**src/rtl/flash_rww_pkg.sv**
```systemverilog
package flash_rww_pkg;

  typedef enum logic [2:0] {
    ST_IDLE  = 3'd0,
    ST_ISSUE = 3'd1,
    ST_WAIT  = 3'd2,
    ST_STALL = 3'd3,
    ST_ERR1  = 3'd4,
    ST_ERR2  = 3'd5,
    ST_RESP  = 3'd6
  } rww_state_t;

  // Top policy bit clear means refuse with an error.
  function automatic logic policy_errors(input logic [2:0] pol);
    return ~pol[2];
  endfunction

  // Where a read goes when it meets a busy array.
  function automatic rww_state_t blocked_next(input logic [2:0] pol);
    return policy_errors(pol) ? ST_ERR1 : ST_STALL;
  endfunction

  // Where a freshly accepted read goes.
  function automatic rww_state_t accept_next(input logic busy, input logic [2:0] pol);
    return busy ? blocked_next(pol) : ST_ISSUE;
  endfunction

  // Number of bus cycles with ready low for a read in a given situation.
  function automatic int unsigned ready_low_cycles(input logic [2:0] pol,
                                                   input logic busy_at_accept,
                                                   input logic fall_in_flight,
                                                   input int unsigned busy_len);
    if (busy_at_accept)
      return policy_errors(pol) ? 1 : busy_len + 2;
    if (fall_in_flight)
      return policy_errors(pol) ? 3 : busy_len + 4;
    return 2;
  endfunction

endpackage

```
**src/rtl/flash_rww_busy_mon.sv**
```systemverilog
module flash_rww_busy_mon (
  input  logic clk,
  input  logic rst_n,
  input  logic done_in,
  output logic busy,
  output logic fall
);
  logic done_q;

  always_ff @(posedge clk or negedge rst_n) begin
    if (!rst_n) done_q <= 1'b1;
    else        done_q <= done_in;
  end

  assign busy = ~done_in;
  assign fall = done_q & ~done_in;

endmodule

```
**src/rtl/flash_rww_capture.sv**
```systemverilog
module flash_rww_capture #(
  parameter int AW = 8,
  parameter int TW = 4,
  parameter int DW = 16
) (
  input  logic          clk,
  input  logic          rst_n,
  input  logic          req_en,
  input  logic [AW-1:0] req_addr,
  input  logic [TW-1:0] req_attr,
  input  logic          dat_en,
  input  logic [DW-1:0] dat_in,
  output logic [AW-1:0] held_addr,
  output logic [TW-1:0] held_attr,
  output logic [DW-1:0] held_dat
);
  always_ff @(posedge clk or negedge rst_n) begin
    if (!rst_n) begin
      held_addr <= '0;
      held_attr <= '0;
    end else if (req_en) begin
      held_addr <= req_addr;
      held_attr <= req_attr;
    end
  end

  always_ff @(posedge clk or negedge rst_n) begin
    if (!rst_n)      held_dat <= '0;
    else if (dat_en) held_dat <= dat_in;
  end

endmodule

```
**src/rtl/flash_rww_fsm.sv**
```systemverilog
module flash_rww_fsm
  import flash_rww_pkg::*;
(
  input  logic       clk,
  input  logic       rst_n,
  input  logic [2:0] policy,
  input  logic       bus_req,
  input  logic       busy,
  input  logic       fall,
  input  logic       arr_ack,
  output logic       bus_ready,
  output logic       bus_err,
  output logic       arr_req,
  output logic       accept,
  output logic       dat_load,
  output logic       stall_w,
  output logic       wait_w,
  output logic       rsp_w
);
  rww_state_t state, nxt;

  always_ff @(posedge clk or negedge rst_n) begin
    if (!rst_n) state <= ST_IDLE;
    else        state <= nxt;
  end

  always_comb begin
    bus_ready = 1'b0;
    bus_err   = 1'b0;
    arr_req   = 1'b0;
    unique case (state)
      ST_IDLE:  bus_ready = 1'b1;
      ST_ISSUE: arr_req   = ~busy;
      ST_ERR1:  bus_err   = 1'b1;
      ST_ERR2:  begin bus_ready = 1'b1; bus_err = 1'b1; end
      ST_RESP:  bus_ready = 1'b1;
      default:  ;
    endcase
  end

  assign accept   = bus_req & bus_ready;
  assign stall_w  = (state == ST_STALL);
  assign wait_w   = (state == ST_WAIT);
  assign rsp_w    = (state == ST_RESP);
  assign dat_load = wait_w & arr_ack & ~fall;

  always_comb begin
    nxt = state;
    unique case (state)
      ST_IDLE, ST_RESP, ST_ERR2:
        nxt = accept ? accept_next(busy, policy) : ST_IDLE;
      ST_ISSUE: nxt = busy ? blocked_next(policy) : ST_WAIT;
      ST_WAIT:  nxt = fall ? blocked_next(policy) : (arr_ack ? ST_RESP : ST_WAIT);
      ST_STALL: nxt = busy ? ST_STALL : ST_ISSUE;
      ST_ERR1:  nxt = ST_ERR2;
      default:  nxt = ST_IDLE;
    endcase
  end

  AST_ERR_SECOND: assert property (@(posedge clk) disable iff (!rst_n)
    (bus_err && !bus_ready) |=> (bus_err && bus_ready));
  AST_ERR_NOT_FWD: assert property (@(posedge clk) disable iff (!rst_n)
    bus_err |-> !arr_req);
  AST_STALL_HOLD: assert property (@(posedge clk) disable iff (!rst_n)
    stall_w |-> !bus_ready);
  AST_RESP_AFTER_ACK: assert property (@(posedge clk) disable iff (!rst_n)
    rsp_w |-> $past(arr_ack));
  AST_FALL_STALL: assert property (@(posedge clk) disable iff (!rst_n)
    (wait_w && fall && policy[2]) |=> stall_w);
  AST_RESP_ONE: assert property (@(posedge clk) disable iff (!rst_n)
    (rsp_w && !bus_req) |=> (!rsp_w && bus_ready && !bus_err));

endmodule

```
**src/rtl/flash_rww_ctrl.sv**
```systemverilog
module flash_rww_ctrl #(
  parameter int AW = 8,
  parameter int TW = 4,
  parameter int DW = 16
) (
  input  logic          clk,
  input  logic          rst_n,
  input  logic [2:0]    policy,
  input  logic          bus_req,
  input  logic [AW-1:0] bus_addr,
  input  logic [TW-1:0] bus_attr,
  output logic          bus_ready,
  output logic          bus_err,
  output logic [DW-1:0] bus_rdata,
  input  logic          array_done,
  output logic          arr_req,
  output logic [AW-1:0] arr_addr,
  output logic [TW-1:0] arr_attr,
  input  logic          arr_ack,
  input  logic [DW-1:0] arr_rdata
);
  logic busy_w, fall_w, accept_w, dat_load_w;
  logic stall_w, wait_w, rsp_w;

  flash_rww_busy_mon u_busy (
    .clk(clk), .rst_n(rst_n), .done_in(array_done),
    .busy(busy_w), .fall(fall_w)
  );

  flash_rww_fsm u_fsm (
    .clk(clk), .rst_n(rst_n), .policy(policy), .bus_req(bus_req),
    .busy(busy_w), .fall(fall_w), .arr_ack(arr_ack),
    .bus_ready(bus_ready), .bus_err(bus_err), .arr_req(arr_req),
    .accept(accept_w), .dat_load(dat_load_w),
    .stall_w(stall_w), .wait_w(wait_w), .rsp_w(rsp_w)
  );

  flash_rww_capture #(.AW(AW), .TW(TW), .DW(DW)) u_cap (
    .clk(clk), .rst_n(rst_n),
    .req_en(accept_w), .req_addr(bus_addr), .req_attr(bus_attr),
    .dat_en(dat_load_w), .dat_in(arr_rdata),
    .held_addr(arr_addr), .held_attr(arr_attr), .held_dat(bus_rdata)
  );

  AST_BUSY_NO_ISSUE: assert property (@(posedge clk) disable iff (!rst_n)
    !array_done |-> !arr_req);
  AST_CAP_STABLE: assert property (@(posedge clk) disable iff (!rst_n)
    stall_w |=> ($stable(arr_addr) && $stable(arr_attr)));

endmodule

```
**config.mk**
```make
export PLATFORM = sky130hd
export DESIGN_NAME = flash_rww_ctrl
export DESIGN_NICKNAME = d
export VERILOG_FILES = /design/src/rtl/flash_rww_pkg.sv /design/src/rtl/flash_rww_busy_mon.sv /design/src/rtl/flash_rww_capture.sv /design/src/rtl/flash_rww_fsm.sv /design/src/rtl/flash_rww_ctrl.sv
export SDC_FILE = /design/constraint.sdc
export NUM_CORES = 1
export LEC_CHECK = 0
export BUFFER_PORTS_ARGS = -buffer_cell sky130_fd_sc_hd__buf_2
export CORE_ASPECT_RATIO = 1.1
export CORE_UTILIZATION = 45
export DETAILED_ROUTE_END_ITERATION = 10
export GPL_TIMING_DRIVEN = 0
export PLACE_DENSITY = 0.79
export SLEW_MARGIN = 20
export SYNTH_ARGS = -nofsm -noshare
export SYNTH_HDL_FRONTEND = slang
export SYNTH_SLANG_ARGS = --single-unit
```
**constraint.sdc**
```tcl
create_clock -name clk -period 2.1 [get_ports clk]
set_clock_uncertainty 0.05 [all_clocks]
set_input_delay 0.21 -clock clk [delete_from_list [all_inputs] [get_ports clk]]
set_output_delay 0.21 -clock clk [all_outputs]
set_load 0.02 [all_outputs]
```
# [Yosys cells after proc, flatten, opt, wreduce, memory -nomap -nowiden]
# Cells that the tools add are included.
# Widths: inputs -> output; s select.
[totals] ff_bits=32 elab_cells=31 output_inout_bits=31
[op_classes] n_bitwise=6 mux=11 n_eq_ne=6 n_reduce_logical=3
[op_table] operator="$mux 3" count=6
[op_table] operator="$pmux 3 s5" count=1
[op_table] operator="$eq 3x3->1 const B" count=3
[op_table] operator="$eq 3x2->1 const B" count=2
[op_table] operator="$and 1x1->1" count=4
[op_table] operator="$eq 3x1->1 const B" count=1
[op_table] operator="$logic_not 3->1" count=1
[op_table] operator="$mux 1" count=3
[op_table] operator="$reduce_or 3->1" count=1
[op_table] operator="$mux 2" count=1
[op_table] operator="$not 1->1" count=2
[op_table] operator="$reduce_or 2->1" count=1

# [Longest topological paths before layout]
[logic_depth] depth_word=6 depth_mapped=5 depth_no_buf=3

# [Cells and area by module]
# A second synthesis with hierarchy kept.
[unflattened] cells_unflattened=102 hier_area_um2=1437.6
[modules_own_cells] module="flash_rww_capture" area_each_um2=1092.3 instances=1 seq_area_each_um2=700.7 cells_each=59
[modules_own_cells] module="flash_rww_fsm" area_each_um2=309.0 instances=1 seq_area_each_um2=75.1 cells_each=40
[modules_own_cells] module="flash_rww_busy_mon" area_each_um2=36.3 instances=1 seq_area_each_um2=26.3 cells_each=3

# [Least setup slack after synthesis]
# No wires, ideal clock.
[synth_path] kind="register -> register" startpoint="reg u_fsm.state[0]" endpoint="reg u_cap.held_dat[10]" t_arrival_ps=1370 path_stages_with_launch=6 required_time_ps=1925 path_buffers=2 slack_ps=555 path_cell_list="dfrtp_1 -> buf_2 -> nor3b_4 -> nand3_4 -> buf_6 -> mux2_4"
[synth_via] elab_chain_len=3
[synth_rtl] item="start: declaration" line_no="flash_rww_fsm.sv:20" source="rww_state_t state, nxt;"
[synth_rtl] item="start signal: assignment" line_no="flash_rww_fsm.sv:24" source="else state <= nxt;"
[synth_rtl] item="$eq 3x2->1" line_no="flash_rww_fsm.sv:43" source="assign wait_w = (state == ST_WAIT);"
[synth_rtl] item="$and 1x1->1 (2 in a row)" line_no="flash_rww_fsm.sv:45" source="assign dat_load = wait_w & arr_ack & ~fall;"
[synth_rtl] item="end signal: assignment" line_no="flash_rww_capture.sv:29" source="else if (dat_en) held_dat <= dat_in;"
[synth_rtl] item="end: declaration" line_no="flash_rww_capture.sv:15" source="output logic [DW-1:0] held_dat"
# Every way passes these cells.
# A chain may end at the register's enable or synchronous reset.

# [Worst setup path after layout]
[layout_path] startpoint="reg u_fsm.state[2]" endpoint="reg u_cap.held_addr[1]"
[layout_via] elab_chain_len=4 elab_cells_between_ends=6 classes_between="eq/ne (2); mux (1); bitwise (1); reduce/logical (2)"
[layout_rtl] item="$eq 3x3->1, or another cell as far along"
[layout_rtl] item="$reduce_or 3->1 (no source line) *"
[layout_rtl] item="$mux 1 *" line_no="flash_rww_fsm.sv:31" source="unique case (state)"
[layout_rtl] item="$and 1x1->1 *" line_no="flash_rww_fsm.sv:41" source="assign accept = bus_req & bus_ready;"
[layout_rtl] item="end signal: assignment" line_no="flash_rww_capture.sv:22" source="held_addr <= req_addr;"
[layout_rtl] item="end: declaration" line_no="flash_rww_capture.sv:13" source="output logic [AW-1:0] held_addr,"
# Every way passes the cells marked *; elsewhere a longest branch is shown, timed or not.

==> impl_results.md <==
- Outcome: finished, final reports clean
- Hold wc startpoint: arr_rdata[6]
- Least-Margin Pin Slew: ~700 ps
- Period minus WS final: between 1500 and 2000 ps
- Critical Path Max Stage Delay: 520 ps
- Layout Nets: 202
- Via density: 5.12
- Logic pwr share: 52.5%
- CP cell instances: inv_1 > o211ai_4 > clkbuf_8 > mux2_2
- Sink Count: 32
- Max Fclk: 0.577 GHz
- DP Worst Slack: 412 ps
- Setup TNS Final: 0 ps
- Max IR drop VDD: 0.000876 V
- Sw frac: 40.1%
- Initial Util: 47.2%
- Design area: approximately 1900 um2
- # port buffers: 64
- GRT Total Usage: between 15 and 20%
- Gr ovfl total: 0
- RSZ-0062 raised after global routing: no
- Sequential power share: 36.5%
- Slew HR: 52.9%
- CTS Buf Count: 5
- Max Cap Viol: 0
- Clock buffer depth: 2
- Clk_lat worst skew: 330 ps
- CTS clk-pin slew, worst paths: about 100 ps
- Root Driver: clkbuf_4
- Period utilization: between 80% and 90%
- Yosys reg bits: 32
- Drt initial violations: 19
- Initial DRT Pass Iterations: 5
- Worst hold margin: 48.2 ps
- Clock network power share: about 11%
- CTS H-tree depth: 2
- Layout cell share with drive strength beyond 1: 64.7%
- Fillers: 241
- Met1 Usage GRT: 17.9%
- Seq/Total Area, Yosys: 56.2%
- Final worst slack: 366 ps
- Synth Net Count: 129
- Final core utilization: 61.5%
- Power Density: 1600 nW/um2
- Post-synthesis cell type count: 32
- Via Count: 1029
- Die area: between 3000 and 4000 um2
- End of the worst register-to-register path: u_cap.held_addr[1]
- WL per Instance: approximately 14 um
- Crit path kind: reg2reg
- # resized after CTS: 0
- FF-to-FF setup slack: between 300 and 400 ps
- Total wire length: 2.78 mm
- Min-Delay Path Depth: 2
- Core area: 3020 um2
- Final setup viols: 0
- Final number of hold-violating endpoints: 0
- Pins Over Slew Limit: 0
- HPWL Detailed: 2.05 mm
- Worst hold path class: in2reg
- CP Data Arrival Time: 1900 ps
- DRC Markers: 0
- Largest net degree at the start of global routing: 33
- Sw power: 0.00119 W
- LEAKAGE: around 0.94 nW
- Internal power: 0.00178 W
- GR Util met2: 31.7%
- Die X: between 50 and 60 um
- Cells after synthesis: 93
- Avg Synthesized Cell Area: 15.3 um2
- Reg2Reg Depth: 4
- Worst Setup End Kind: flop
- Vias in the first global route: between 900 and 1000
- First-pass GRT wire length: 4.33 mm
- Die span in y: slightly above 60 um
- Area Growth Syn to Fin: 30.4%
- Startpoint Class: flop
- Diodes inserted: 0
- Initial antenna violation count: 0
- Final ANT Viol Nets: 0
- Worst setup path endpoint: u_cap.held_addr[1]
- Post-CTS Setup Repair Bufs: 0
- WP data required: 2260 ps
- Crit-path max FO: 10
- RePlAce Congestion: between 0.7 and 0.8
- Origin of the critical flop-to-flop path: u_fsm.state[2]
- Post-DP Area: approximately 1800 um2
- Syn Std Cell Area: 1430 um2
- Critical-path top delay cell: dfrtp_1
- Row cnt: 21
- # hold bufs at CTS: 2
- M3 GR Usage: under 10%
- CTS tree: built
- Worst Setup SP: u_fsm.state[2]
- GR peak layer: met2
- Boundary Pins: 67
- Yosys warnings: 0
placed cells by master, fill, tap and decap left out, types with 3 or more instances in the layout:
cell type,count
mux2_4,9
buf_2,65
clkbuf_4,5
mux2_2,19
nand2b_1,3
dfrtp_1,31
metal layers:
| layer | vias up | wire [um] |
|---|---|---|
| li1 | 483 | - |
| met3 | 6 | 140 |
| met4 | 0 | 72 |
| met5 | - | 0 |
| met1 | 505 | 1020 |
| met2 | 35 | 1550 |
logic make-up after synthesis:
family,count (synthesis),share of synthesized area [%]
flops,32,56.2
buf+inv,5,3.16
compound gates,12,7.90
xor+xnor,1,0.614
simple gates,15,7.63
mux,28,24.5
synthesized netlist by cell type:
cell type | number | share of area (%)
nand3_4 | 1 | 1.2
a31o_2 | 1 | 0.61
nand2_1 | 2 | 0.53
xor2_1 | 1 | 0.61
mux2_2 | 19 | 15
nand2b_1 | 3 | 1.3
nand3_1 | 1 | 0.35
nor2b_1 | 1 | 0.44
o22ai_1 | 1 | 0.44
inv_1 | 1 | 0.26
dfrtp_1 | 31 | 54
o21a_1 | 1 | 0.53
nand3b_1 | 1 | 0.53
o211ai_1 | 1 | 0.53
dfstp_2 | 1 | 1.8
mux2_4 | 9 | 9.5
o21ai_0 | 1 | 0.35
o211ai_4 | 1 | 1.5
clkbuf_8 | 1 | 0.96
nand4_1 | 1 | 0.44
buf_2 | 1 | 0.35
o2111ai_1 | 1 | 0.61
nor3b_4 | 1 | 1.3
a21oi_1 | 1 | 0.35
o21bai_4 | 1 | 1.3
buf_6 | 2 | 1.6
a21boi_0 | 1 | 0.53
o21bai_1 | 1 | 0.53
o2bb2ai_1 | 1 | 0.61
nor4b_1 | 1 | 0.61
nor2_1 | 2 | 0.53
nor3_1 | 1 | 0.35
per-stage QoR:
step                      power [W]  cells
after floorplan             0.00221     93
after global placement      0.00261    191
after detailed placement    0.00267    191
after CTS                   0.00301    201
after global routing        0.00316    201
final                       0.00297    201
critical path: cells and delay by family (launching register included):
kind | cells | cell delay (ps)
buf+inv | 2 | 410
mux | 1 | 340
flops | 1 | 520
compound gates | 1 | 300
power groups by stage:
| stage | registers (W) | clock network (W) | logic (W) |
|---|---|---|---|
| floorplan | 0.00143 | 0 | 0.000774 |
| global placement | 0.00107 | 0 | 0.00153 |
| detailed placement | 0.00110 | 0 | 0.00157 |
| CTS | 0.00109 | 0.000339 | 0.00158 |
| global route | 0.00112 | 0.000358 | 0.00168 |
| finish | 0.00109 | 0.000327 | 0.00156 |
worst min path at each step:
stage | to | slack, ps
after floorplan | u_cap.held_addr[0] | -140
after global placement | u_cap.held_attr[2] | 220
after detailed placement | u_cap.held_attr[0] | 260
after CTS | u_cap.held_dat[6] | 40
after global routing | u_cap.held_addr[4] | 40
final | u_cap.held_dat[6] | 50
sequential cells by signal, indices dropped and copies added (netlist names):
register         flops
u_cap.held_dat      16
u_cap.held_attr      4
u_fsm.state          3
u_busy.done_q        1
u_cap.held_addr      8
area by class of cell:
class	instances	area [um2]	area share, %
Timing Repair Buffer	66	340	18.3
Clock buffer	7	45.0	2.42
Clock inverter	1	5.00	0.269
Multi-Input combinational cell	56	579	31.2
Sequential cell	32	802	43.1
Inverter	1	3.75	0.202
Tap cell	34	42.5	2.29
Buffer	4	41.3	2.22
No activity file was read; power rests on OpenSTA's default activity.
